==> src/rtl/raster_pkg.sv <==
package raster_pkg;

    localparam int FIELD_W    = 16;
    localparam int CNT_W      = FIELD_W + 2;
    localparam int REG_ADDR_W = 3;
    localparam int DATA_W     = 2 * FIELD_W;

    // control word bit positions
    localparam int CTRL_VID_EN = 31;
    localparam int CTRL_HDMI   = 30;
    localparam int CTRL_INTL   = 4;
    localparam int CTRL_REP    = 0;

    // polarity word bit positions
    localparam int POL_VS_HIGH = 1;
    localparam int POL_HS_HIGH = 0;

    typedef enum logic [REG_ADDR_W-1:0] {
        SEL_CTRL   = 3'd0,
        SEL_ACTIVE = 3'd1,
        SEL_FPORCH = 3'd2,
        SEL_SWIDTH = 3'd3,
        SEL_BPORCH = 3'd4,
        SEL_POL    = 3'd5
    } reg_sel_e;

    // vertical in the upper half, horizontal in the lower half
    typedef struct packed {
        logic [FIELD_W-1:0] v;
        logic [FIELD_W-1:0] h;
    } axis_pair_t;

    typedef struct packed {
        logic       vid_en;
        logic       hdmi;
        logic       intl;
        logic       rep;
        logic       vs_high;
        logic       hs_high;
        axis_pair_t act;
        axis_pair_t fp;
        axis_pair_t sw;
        axis_pair_t bp;
    } timing_set_t;

    typedef struct packed {
        logic               hs;
        logic               vs;
        logic               de;
        logic               fld;
        logic               hdmi;
        logic [FIELD_W-1:0] x;
        logic [FIELD_W-1:0] y;
    } raster_out_t;

    // last counter value of an axis: (a+1)+(f+1)+(b+1)-1
    function automatic logic [CNT_W-1:0] axis_last(input logic [FIELD_W-1:0] a,
                                                   input logic [FIELD_W-1:0] f,
                                                   input logic [FIELD_W-1:0] b);
        return CNT_W'(a) + CNT_W'(f) + CNT_W'(b) + CNT_W'(2);
    endfunction

    // first counter value of the sync pulse on an axis
    function automatic logic [CNT_W-1:0] sync_first(input logic [FIELD_W-1:0] a,
                                                    input logic [FIELD_W-1:0] f);
        return CNT_W'(a) + CNT_W'(f) + CNT_W'(2);
    endfunction

endpackage

==> src/rtl/raster_regs.sv <==
module raster_regs
    import raster_pkg::*;
(
    input  logic                  clk,
    input  logic                  rst,
    input  logic                  wr_en,
    input  logic [REG_ADDR_W-1:0] wr_addr,
    input  logic [DATA_W-1:0]     wr_data,
    input  logic                  frame_wrap,
    output timing_set_t           work
);

    timing_set_t shadow;
    logic        commit;

    assign commit = !work.vid_en || frame_wrap;

    always_ff @(posedge clk) begin
        if (rst) begin
            shadow <= '0;
            work   <= '0;
        end else begin
            if (commit) begin
                work <= shadow;
            end
            if (wr_en) begin
                case (wr_addr)
                    SEL_CTRL: begin
                        shadow.vid_en <= wr_data[CTRL_VID_EN];
                        shadow.hdmi   <= wr_data[CTRL_HDMI];
                        shadow.intl   <= wr_data[CTRL_INTL];
                        shadow.rep    <= wr_data[CTRL_REP];
                    end
                    SEL_ACTIVE: shadow.act <= wr_data;
                    SEL_FPORCH: shadow.fp  <= wr_data;
                    SEL_SWIDTH: shadow.sw  <= wr_data;
                    SEL_BPORCH: shadow.bp  <= wr_data;
                    SEL_POL: begin
                        shadow.vs_high <= wr_data[POL_VS_HIGH];
                        shadow.hs_high <= wr_data[POL_HS_HIGH];
                    end
                    default: ;
                endcase
            end
        end
    end

    // running working set only moves on a frame wrap
    assert_hold_midframe_R5: assert property (@(posedge clk) disable iff (rst)
        (work.vid_en && !frame_wrap) |=> $stable(work));

endmodule

==> src/rtl/raster_counter.sv <==
module raster_counter
    import raster_pkg::*;
(
    input  logic             clk,
    input  logic             rst,
    input  timing_set_t      work,
    output logic [CNT_W-1:0] hcnt,
    output logic [CNT_W-1:0] vcnt,
    output logic             field,
    output logic             frame_wrap
);

    logic [CNT_W-1:0] h_last;
    logic [CNT_W-1:0] v_last;
    logic             line_end;

    always_comb begin
        h_last     = axis_last(work.act.h, work.fp.h, work.bp.h);
        v_last     = axis_last(work.act.v, work.fp.v, work.bp.v);
        line_end   = (hcnt == h_last);
        frame_wrap = work.vid_en && line_end && (vcnt == v_last);
    end

    always_ff @(posedge clk) begin
        if (rst || !work.vid_en) begin
            hcnt  <= '0;
            vcnt  <= '0;
            field <= 1'b0;
        end else if (line_end) begin
            hcnt <= '0;
            if (vcnt == v_last) begin
                vcnt  <= '0;
                field <= work.intl ? ~field : 1'b0;
            end else begin
                vcnt <= vcnt + CNT_W'(1);
            end
        end else begin
            hcnt <= hcnt + CNT_W'(1);
        end
    end

    assert_h_in_range_R2: assert property (@(posedge clk) disable iff (rst)
        work.vid_en |-> (hcnt <= h_last));

    assert_wrap_to_origin_R2: assert property (@(posedge clk) disable iff (rst)
        frame_wrap |=> (hcnt == '0 && vcnt == '0));

    assert_field_steady_R7: assert property (@(posedge clk) disable iff (rst)
        (work.vid_en && !frame_wrap) |=> $stable(field));

endmodule

==> src/rtl/raster_decode.sv <==
module raster_decode
    import raster_pkg::*;
(
    input  logic             clk,
    input  logic             rst,
    input  timing_set_t      work,
    input  logic [CNT_W-1:0] hcnt,
    input  logic [CNT_W-1:0] vcnt,
    input  logic             field,
    output raster_out_t      out_q
);

    logic [CNT_W-1:0] h_act, v_act, hs_beg, hs_end, vs_beg, vs_end, half;
    logic [CNT_W-1:0] col;
    logic             in_act, hs_on, vs_even, vs_odd, vs_on;
    raster_out_t      nxt;

    always_comb begin
        h_act  = CNT_W'(work.act.h) + CNT_W'(1);
        v_act  = CNT_W'(work.act.v) + CNT_W'(1);
        hs_beg = sync_first(work.act.h, work.fp.h);
        vs_beg = sync_first(work.act.v, work.fp.v);
        hs_end = hs_beg + CNT_W'(work.sw.h) + CNT_W'(1);
        vs_end = vs_beg + CNT_W'(work.sw.v) + CNT_W'(1);
        half   = (axis_last(work.act.h, work.fp.h, work.bp.h) + CNT_W'(1)) >> 1;

        in_act  = work.vid_en && (hcnt < h_act) && (vcnt < v_act);
        hs_on   = work.vid_en && (hcnt >= hs_beg) && (hcnt < hs_end);
        vs_even = (vcnt >= vs_beg) && (vcnt < vs_end);
        vs_odd  = ((vcnt > vs_beg) || ((vcnt == vs_beg) && (hcnt >= half))) &&
                  ((vcnt < vs_end) || ((vcnt == vs_end) && (hcnt < half)));
        vs_on   = work.vid_en && (field ? vs_odd : vs_even);
        col     = work.rep ? (hcnt >> 1) : hcnt;

        nxt.hs   = work.hs_high ? hs_on : ~hs_on;
        nxt.vs   = work.vs_high ? vs_on : ~vs_on;
        nxt.de   = in_act;
        nxt.fld  = work.vid_en && field;
        nxt.hdmi = work.hdmi;
        nxt.x    = in_act ? col[FIELD_W-1:0]  : '0;
        nxt.y    = in_act ? vcnt[FIELD_W-1:0] : '0;
    end

    always_ff @(posedge clk) begin
        if (rst) begin
            out_q    <= '0;
            out_q.hs <= 1'b1;
            out_q.vs <= 1'b1;
        end else begin
            out_q <= nxt;
        end
    end

    // an active pixel never coincides with an asserted hsync
    assert_de_no_hsync_R4: assert property (@(posedge clk) disable iff (rst)
        out_q.de |-> (out_q.hs == !work.hs_high));

    // one clock after an idle working set, outputs rest
    assert_idle_rest_R6: assert property (@(posedge clk) disable iff (rst)
        $past(!work.vid_en) |-> (!out_q.de && out_q.vs == !$past(work.vs_high)
                                 && out_q.hs == !$past(work.hs_high)));

endmodule

==> src/rtl/raster_timing_gen.sv <==
module raster_timing_gen
    import raster_pkg::*;
(
    input  logic                  clk,
    input  logic                  rst,
    input  logic                  wr_en,
    input  logic [REG_ADDR_W-1:0] wr_addr,
    input  logic [DATA_W-1:0]     wr_data,
    output logic                  hsync,
    output logic                  vsync,
    output logic                  de,
    output logic [FIELD_W-1:0]    x_pos,
    output logic [FIELD_W-1:0]    y_pos,
    output logic                  field_odd,
    output logic                  hdmi_mode
);

    timing_set_t      work;
    logic [CNT_W-1:0] hcnt;
    logic [CNT_W-1:0] vcnt;
    logic             field;
    logic             frame_wrap;
    raster_out_t      out_q;

    raster_regs u_regs (
        .clk        (clk),
        .rst        (rst),
        .wr_en      (wr_en),
        .wr_addr    (wr_addr),
        .wr_data    (wr_data),
        .frame_wrap (frame_wrap),
        .work       (work)
    );

    raster_counter u_count (
        .clk        (clk),
        .rst        (rst),
        .work       (work),
        .hcnt       (hcnt),
        .vcnt       (vcnt),
        .field      (field),
        .frame_wrap (frame_wrap)
    );

    raster_decode u_dec (
        .clk   (clk),
        .rst   (rst),
        .work  (work),
        .hcnt  (hcnt),
        .vcnt  (vcnt),
        .field (field),
        .out_q (out_q)
    );

    assign hsync     = out_q.hs;
    assign vsync     = out_q.vs;
    assign de        = out_q.de;
    assign x_pos     = out_q.x;
    assign y_pos     = out_q.y;
    assign field_odd = out_q.fld;
    assign hdmi_mode = out_q.hdmi;

endmodule

==> config.mk <==
export PLATFORM = sky130hd
export DESIGN_NAME = raster_timing_gen
export DESIGN_NICKNAME = d
export VERILOG_FILES = /design/src/rtl/raster_pkg.sv /design/src/rtl/raster_regs.sv /design/src/rtl/raster_counter.sv /design/src/rtl/raster_decode.sv /design/src/rtl/raster_timing_gen.sv
export SDC_FILE = /design/constraint.sdc
export NUM_CORES = 1
export LEC_CHECK = 0
export ABC_AREA = 1
export CAP_MARGIN = 25
export CORE_MARGIN = 1
export CORE_UTILIZATION = 35
export DETAILED_ROUTE_END_ITERATION = 7
export DONT_BUFFER_PORTS = 1
export PLACE_DENSITY_LB_ADDON = 0.25
export SLEW_MARGIN = 20
export SYNTH_ARGS = -nofsm -noshare
export SYNTH_HDL_FRONTEND = slang
export SYNTH_HIERARCHICAL = 1
export SYNTH_SLANG_ARGS = --single-unit
==> constraint.sdc <==
create_clock -name clk -period 6.25 [get_ports clk]
set_clock_uncertainty 0.2 [all_clocks]
set_input_delay 0.3125 -clock clk [delete_from_list [all_inputs] [get_ports clk]]
set_output_delay 0.3125 -clock clk [all_outputs]
set_load 0.005 [all_outputs]
* Word-level counts from Yosys, hierarchy flattened
Index checks and enable logic that the tools add are counted.
** Storage, ports and cells
- Bits in registers :: 342
- Input port bits :: 38
- Output and inout port bits :: 37
- Logic and storage cells :: 110
** Operators by class
- Add/sub/neg operators :: 17
- Magnitude comparators :: 9
- Equal/unequal tests :: 9
- Mux-type cells :: 6
- Bitwise operators :: 4
- Reduce and logical (&&, ||, !) cells :: 27
** Operator list (number)
- $add 18x1->18 const B :: 5
- $add 18x16->18 :: 4
- $add 18x2->18 const B :: 4
- $eq 18x18->1 :: 4
- $lt 18x18->1 :: 3
- $ge 18x18->1 :: 2
- $lt 18x17->1 :: 2
- $add 16x1->17 const B :: 2
- $add 16x16->17 :: 2
- $ge 18x17->1 :: 1
- $gt 18x18->1 :: 1
- $mux 18 :: 1
- $mux 16 :: 1
- $reduce_and 2->1 :: 7
- $logic_and 1x1->1 :: 12
- $eq 3x2->1 const B :: 2
- $eq 3x3->1 const B :: 2
- $logic_or 1x1->1 :: 4
- $mux 1 :: 4
- $not 1->1 :: 4
- $reduce_or 2->1 :: 2
- $eq 3x1->1 const B :: 1
- $logic_not 3->1 :: 1
- $logic_not 1->1 :: 1

* Depth between registers and ports, before layout
Gate-level depths: netlist of the first run.
- Depth after elaboration :: 12
- Mapped depth :: 36
- Depth with buffers taken out :: 36

* By module
The synthesis of the first run kept the hierarchy.
** Modules (own cells, without submodules)
- raster_regs :: times used 1, cells an instance 1357, area each 9882.0 um^2, sequential area each 5365.1 um^2
- raster_decode :: times used 1, cells an instance 1433, area each 9482.8 um^2, sequential area each 740.7 um^2
- raster_counter :: times used 1, cells an instance 844, area each 5328.9 um^2, sequential area each 740.7 um^2

* Worst setup path before layout of the first run
Ideal clock, no wire load.
- Path type :: register to register
- From :: reg u_regs/work[113] (netlist name)
- To :: reg u_dec/out_q[35] (netlist name)
- Setup time :: 0.120 ns
- Data arrival time :: 4.446 ns
- Required time :: 5.930 ns
- Setup slack :: 1.484 ns
- Cell stages (with the launch flop) :: 30
- Path buffers :: 0
- Period minus slack after synthesis :: 4.766 ns
- Path through :: dfxtp_1 > inv_1 > ha_1 > inv_1 > ha_1 > fa_1 > nand3_1 > nand2_1 > a21oi_1 > o21ai_1 > a21boi_0 > o21ai_1 > xor2_1 > ha_1 > nand2_1 > nor2_1 > a211oi_1 > nand2_1 > nand2_1 > nand2_1 > nand2_1 > xor2_1 > ha_1 > nand4_1 > nor2_1 > nand4_1 > o21ai_0 > nand3_1 > nand2_1 > nand3_1
** Between the ends
- Cells in the longest elaborated chain, start to end :: 12
- Elaborated cells between the ends (all ways) :: 19
- Those cells by class :: add/sub (4); order compare (3); eq/ne (2); mux (2); bitwise (1); reduce/logical (7)
** Ends and longest elaborated chain
- $add 16x16->17 * :: RTL line raster_pkg.sv:66 : return CNT_W'(a) + CNT_W'(f) + CNT_W'(2);
- $add 18x2->18 * :: RTL line raster_pkg.sv:66
- branches (longest 6 deep; another with $add 18x16->18)
- $mux 1 * :: RTL line raster_decode.sv:32 : vs_on = work.vid_en && (field ? vs_odd : vs_even);
- $logic_and 1x1->1 * :: RTL line raster_decode.sv:32
- $not 1->1 :: RTL line raster_decode.sv:36 : nxt.vs = work.vs_high ? vs_on : ~vs_on;
- $mux 1 * :: RTL line raster_decode.sv:36
Every way passes the cells marked *.
A chain may end at the register's enable or synchronous reset.

* Worst setup path in the final report of the first run
- From :: reg u_regs/work[96] (netlist name)
- To :: reg u_dec/out_q[35] (netlist name)
** Between the ends
- Cells in the longest elaborated chain, start to end :: 12
- Elaborated cells between the ends (all ways) :: 15
- Those cells by class :: add/sub (4); order compare (2); mux (2); bitwise (1); reduce/logical (6)
** Ends and longest elaborated chain
- $add 16x16->17 * :: RTL line raster_pkg.sv:60 : return CNT_W'(a) + CNT_W'(f) + CNT_W'(b) + CNT_W'(2);
- $add 18x16->18 * :: RTL line raster_pkg.sv:60
- $add 18x2->18 * :: RTL line raster_pkg.sv:60
- $add 18x1->18 * :: RTL line raster_decode.sv:25 : half = (axis_last(work.act.h, work.fp.h, work.bp.h) + CNT_W'(1)) >> 1;
- $ge 18x17->1 / $lt 18x17->1 (equally long branches) :: RTL line raster_decode.sv:30, raster_decode.sv:31
- $logic_and 1x1->1, on equally long branches :: RTL line raster_decode.sv:30, raster_decode.sv:31
- $logic_or 1x1->1, on equally long branches :: RTL line raster_decode.sv:30, raster_decode.sv:31
- $logic_and 1x1->1 * :: RTL line raster_decode.sv:30 : vs_odd = ((vcnt > vs_beg) || ((vcnt == vs_beg) && (hcnt >= half))) &&
- $mux 1 * :: RTL line raster_decode.sv:32
- $logic_and 1x1->1 * :: RTL line raster_decode.sv:32
- $not 1->1 :: RTL line raster_decode.sv:36
- $mux 1 * :: RTL line raster_decode.sv:36
Mark *: on every way between the ends. The rest lies on a longest branch, timed or not.

==> results of run 1 <==
-- where the power goes --
part / switching (mW) / total (mW) / internal [mW]
logic: 0.644 / 0.995 / 0.351
registers: 0.0794 / 2.33 / 2.25
clock network: 1.05 / 2.74 / 1.70
-- critical path: cells and delay by family, from the launching register on --
family,cells,cell delay [ps]
compound gates,8,1410
fa+ha+maj,5,1580
buf+inv,3,310
flops,1,420
simple gates,15,1390
-- worst min path at each step --
| stage | from | end | slack [ps] | cells after the start |
|---|---|---|---|---|
| 2_1_floorplan | rst | u_dec/out_q[32] | 180 | 1 |
| 3_3_place_gp | rst | u_dec/out_q[32] | 190 | 1 |
| 3_5_place_dp | rst | u_dec/out_q[32] | 190 | 1 |
| 4_1_cts | wr_data[0] | u_regs/shadow[32] | 20 | 4 |
| 5_1_grt | wr_data[0] | u_regs/shadow[64] | 50 | 4 |
| 6_report | wr_data[0] | u_regs/shadow[32] | 30 | 4 |
-- per-stage QoR --
step / power [mW] / hold WS (ps)
2_1_floorplan: 3.06 / 184
3_3_place_gp: 3.33 / 189
3_5_place_dp: 3.34 / 192
4_1_cts: 6.12 / 19.0
5_1_grt: 6.35 / 52.4
6_report: 6.06 / 29.3
-- routing by layer --
| layer | global-route usage, % | share of wire (%) | up-vias |
|---|---|---|---|
| li1 | - | - | 11700 |
| met1 | 33.3 | 52 | 10400 |
| met2 | 32.6 | 41 | 506 |
| met3 | 3.48 | 5.6 | 74 |
| met4 | 4.31 | 1.6 | 2 |
| met5 | 0 | 0.013 | - |
-- flip-flops by register name, summed over array words and instances (netlist names) --
signal	count
u_regs/shadow	134
u_regs/work	134
u_count/hcnt	18
u_count/field	1
u_dec/out_q	37
u_count/vcnt	18
-- logic make-up after synthesis --
kind of cell               Yosys count
adders and majority gates          309
AOI/OAI and AO/OA                  415
xor gates and xnor gates           138
and+or+nand+nor                   1904
DFF                                342
muxes                                1
buffers and inverters              525
-- placed cells by master (no fill, tap or decap), types with 37 or more instances in the layout --
master,count
clkbuf_16,40
o21ai_0,197
a21oi_1,141
dfxtp_1,341
dlygate4sd3_1,37
nand2_1,701
xor2_1,77
nand2_2,37
xnor2_1,61
nor2_1,739
ha_1,272
inv_1,395
fa_1,37
nand3_1,266
-- cell type report --
| class | instances | area share (%) |
|---|---|---|
| multi-input combinational | 2767 | 57.2 |
| tap | 940 | 4.26 |
| timing repair buffer | 67 | 2.26 |
| inverter | 419 | 5.76 |
| antenna | 1 | 0.00907 |
| clock inverter | 22 | 1.59 |
| clock buffer | 52 | 4.05 |
| sequential | 342 | 24.8 |
==> reports/metrics.yaml, run 1 <==
run_status:
  status: "complete, no violations"
logic_synthesis:
  ys_types: 58
  ys_ff_latch: 342
  synth.most_common_cell: "nor2_1"
  synth_xor_xnor_area_share_pct: 4.89
  yosys_warnings: 6
  avgSynthCellArea_um2: 6.80
  synthAdderAreaFrac_pct: 16.8
  synth_simple_gate_area_share_pct: 33.0
  synth_nets: 3981
  ys.flop_type: "dfxtp_1"
  synth-edff-count: 0
  synth_top_family_by_area: "simple AND/OR/NAND/NOR gates"
  synth_area_um2: 24700
  synth-compound-area-share_pct: 9.23
  synth.top_cells.by_count: "739 x nor2_1, 701 x nand2_1, 396 x inv_1"
  synth_top_area_share_pct: 27.7
  synth_cells: 3634
  synth_top_area_cell: "dfxtp_1"
  ys_seq_area_share_pct: 27.7
  muxShareOfSynthArea_pct: 0.0405
  yosys-top-cells-area: "dfxtp_1 28%, ha_1 14%, nor2_1 11%, nand2_1 11%, inv_1 6.0%"
  synth-async-reset-ratio_pct: 0
worst_setup_path:
  cp_slowest_cell: "dfxtp_1"
  cp_data_arrival_time_ps: 5720
  worstRegToRegCells: 31
  crit_fanout: 6
  crit_top_cell: "nand2_1"
  criticalPathCategory: "reg -> reg"
  crit_required_ps: 6540
  r2r_setup_slack_ps: 820
  worstSetupEndpointType: "flip-flop"
  cp-startpoint: "u_regs/work[96]"
  slowest_delay_ps: 420
  r2r-end: "u_dec/out_q[35]"
  crit_end: "u_dec/out_q[35]"
  critPathLaunchType: "flip-flop"
  r2r_start: "u_regs/work[96]"
grt:
  antenna_found_initial: 3
  grt_usage_pct: 22.1
  grt_pass1_wl_um: 123000
  overflow: 0
  grt_max_degree: 134
  grt_pass1_vias: 21400
timing:
  rsz0062_at_grt: "no"
  fmax_ghz: 0.184
  final.setup.worst_slack_ps: 821
  timing.final.crit_share_pct: 86.9
  tightest_slew_ps: 1020
  setup_tns_ps: 0
  hold_violations: 0
  timing.slew.headroom_pct: 31.5
  setup_viol: 0
  period_needed_ps: 5430
  slew_viol_final: 0
pwr:
  vdd_drop_max_v: 0.000225
  power.density_nw_per_um2: 220
  power_leakage_nw: 13.0
layout:
  ff_latch_area_um2: 6850
  multi_input_area_um2: 15800
  nets: 3984
  drive_above_1_share_pct: 6.21
  fillers: 7560
  finalInstanceArea_um2: 27600
  final_core_util_pct: 39.5
  layout.cells.non_filler: 4610
  areaGrowthSynthToFinish_pct: 11.7
clock_tree:
  clk_path_buf_depth: 3
  hold_buffers: 37
  cts_max_level: 2
  tritoncts: "yes"
  cts.clk_slew.worst_paths_ps: 70
  numClockSinks: 342
  cts_resized: 0
  clock_latency_ps: 600
  cts-root-buf: "clkbuf_16"
  cts_inserted_buffers: 40
  cts_setup_buffers: 0
place:
  dp.cells: 4498
  dp.final_hpwl_um: 58600
  gp_congestion: 0.944
  post-place-ws_ps: 932
  port_buffers: 0
  dpl_cell_area_um2: 25700
floorplanning:
  num_rows: 97
  ios: 75
  die_h_um: 268
  dieArea_um2: 71600
  die-width_um: 268
  initial_core_util_pct: 35.3
  core_um2: 69900
run:
  max-cap-violations: 0
routing:
  drt-initial-drc-count: 1710
  drt_wl_total_um: 78500
  wl_per_cell_um: 17.0
  firstDrtPassIters: 7
  vias_per_cell: 4.92
  antenna_left: 0
  drc: 0
  vias: 22700
hold_path:
  hold_class: "in -> reg"
Power figures use the tool's default switching activity.
==> run 2: changes to the inputs <==
- CELL_PAD_IN_SITES_DETAIL_PLACEMENT: not set -> 1
- CELL_PAD_IN_SITES_GLOBAL_PLACEMENT: not set -> 2
- clock period: 6.25 -> 5.9 ns (I/O delays scaled with it)
==> run 2 against run 1 <==
  * Combinational power up 14%
  * Core utilization up 0.29 points
  * Global-route usage grew 3.6 points
  * Critical path depth shrank 2
  * Via count grew 5.1%
  * Count of clock-buffer cells in the layout increased by 6
  * Final cell count rose by 0.52%
  * Design area rose by 0.73%
  * Sequential share of layout area down 0.18 points
  * Flip-flop and latch count did not move
  * Sequential power increased by 6%
==> reports/metrics.yaml, run 2 (synthesis results as in run 1) <==
worst_setup_path:
  crit_top_cell: "nand2_1"  # unchanged
  cp_data_arrival_time_ps: 5720  # about the same
  critPathBufInv: 2  # was 3
  slowest_delay_ps: 420  # about the same
  worstSetupEndpointType: "flip-flop"  # unchanged
  cp_slowest_cell: "fa_1"  # was dfxtp_1
  critPathLaunchType: "flip-flop"  # unchanged
  cp_top_family: "adder cells"  # unchanged
  crit_fanout: 4  # was 6
  crit_required_ps: 6170  # was 6540 ps
  criticalPathCategory: "reg -> reg"  # unchanged
clock_tree:
  cts_max_level: 2  # unchanged
  cts.clk_slew.worst_paths_ps: 60  # was 70 ps
  cts_inserted_buffers: 41  # was 40
  clock_latency_ps: 590  # was 600 ps
  cts-root-buf: "clkbuf_16"  # unchanged
  numClockSinks: 342  # unchanged
  cts_setup_buffers: 0  # unchanged
  clk_path_buf_depth: 3  # unchanged
  tritoncts: "yes"  # unchanged
routing:
  vias_per_cell: 5.15  # was 4.92
  drt_wl_total_um: 91900  # was 78500 um
  wl_per_cell_um: 19.8  # was 17.0 um
  antenna_left: 0  # unchanged
  firstDrtPassIters: 5  # was 7
  vias: 23900  # was 22700
  drc: 0  # unchanged
  drt-initial-drc-count: 1387  # was 1710
timing:
  setup_tns_ps: 0  # unchanged
  tightest_slew_ps: 986  # was 1020 ps
  fmax_ghz: 0.184  # about the same
  slew_viol_final: 0  # unchanged
  fin_hold_ws_ps: 29.2  # was 29.3 ps
  timing.final.crit_share_pct: 92.3  # was 86.9%
  period_needed_ps: 5440  # was 5430 ps
  setup_viol: 0  # unchanged
  hold_violations: 0  # unchanged
  rsz0062_at_grt: "no"  # unchanged
  timing.slew.headroom_pct: 34.1  # was 31.5%
grt:
  grt_usage_pct: 25.7  # was 22.1%
  grt_pass1_wl_um: 141000  # was 123000 um
  grt_pass1_vias: 24300  # was 21400
  overflow: 0  # unchanged
  grt_max_degree: 152  # was 134
  antenna_found_initial: 1  # was 3
layout:
  fillers: 8939  # was 7560
  multi_input_area_um2: 15900  # was 15800 um^2
  layout.cells.non_filler: 4634  # was 4610
  ff_latch_area_um2: 6850  # unchanged
  final_common_cell: "nor2_1"  # unchanged
  areaGrowthSynthToFinish_pct: 12.5  # was 11.7%
  drive_above_1_share_pct: 6.83  # was 6.21%
  layout_common_cells: "738 x nor2_1, 701 x nand2_1, 395 x inv_1, 341 x dfxtp_1, 271 x ha_1"  # was 739 x nor2_1, 701 x nand2_1, 395 x inv_1, 341 x dfxtp_1, 272 x ha_1
  reg_top3: "u_regs/shadow x134, u_regs/work x134, u_dec/out_q x37"  # unchanged
  nets: 4006  # was 3984
pwr:
  power.density_nw_per_um2: 229  # was 220 nW/um^2
  vdd_drop_max_v: 0.000200  # was 0.000225 V
  power_leakage_nw: 13.1  # was 13.0 nW
floorplanning:
  num_rows: 97  # unchanged
  core_um2: 69900  # unchanged
  die-width_um: 268  # unchanged
  dieArea_um2: 71600  # unchanged
  die_h_um: 268  # unchanged
  ios: 75  # unchanged
  initial_core_util_pct: 35.3  # unchanged
place:
  gp_congestion: 0.917  # was 0.944
  port_buffers: 0  # unchanged
  dp.cells: 4513  # was 4498
  dp.final_hpwl_um: 70300  # was 58600 um
run_status:
  status: "complete, no violations"  # unchanged
run:
  max-cap-violations: 0  # unchanged
hold_path:
  hold_class: "in -> reg"  # unchanged
run 2: cell type report:
| cell class | count | share of cell area, % |
|---|---|---|
| diodes | 2 | 0.0180 |
| clock buffers | 58 | 4.18 |
| clock inverters | 18 | 1.11 |
| inverters | 419 | 5.71 |
| multi-input cells | 2767 | 57.1 |
| flip-flops and latches | 342 | 24.6 |
| well taps | 940 | 4.23 |
| repair buffers | 88 | 3.05 |
run 2: path summary, 6_finish.rpt:
kind	start	endpoint	slack, ps	depth (start not counted)
worst max-delay path	u_regs/work[81]	u_dec/out_q[35]	460	29
worst min-delay path	wr_addr[1]	u_regs/shadow[51]	30	4
worst max register to register	u_regs/work[81]	u_dec/out_q[35]	460	29
worst min register to register	u_regs/work[132]	u_dec/out_q[32]	240	2
run 2: tightest hold or removal path: cells and delay by family:
kind	cells	cell delay, ps
and+or+nand+nor	4	490
run 2: where the power goes:
group	leakage (nW)	switching, mW	internal (mW)
Clock	0.712	1.11	1.66
Combinational	9.64	0.741	0.387
Sequential	2.77	0.0885	2.38
Total	13.1	1.94	4.42
run 2: metrics by stage:
stage / util [%] / instance area, um^2 / power (mW) / setup WS [ps]
2_1_floorplan: - / 24700 / 3.24 / 1130
3_3_place_gp: 36.8 / 25700 / 3.57 / 462
3_5_place_dp: 36.9 / 25800 / 3.61 / 385
4_1_cts: 39.6 / 27700 / 6.42 / 311
5_1_grt: 39.7 / 27800 / 6.67 / 53.0
6_report: 39.7 / 27800 / 6.36 / 456
run 2: routing by layer:
layer	global-route usage [%]	share of wire, %
met1	39.1	53
met2	38.3	41
met3	2.67	4.0
met4	5.93	2.0
met5	0	0
run 2: repair_timing:
action                                  4_1_cts  5_1_grt
gates resized for setup                       0       12
hold buffers                                 40        1
endpoints found under the setup margin        0        2
hold endpoints to repair                    176       52
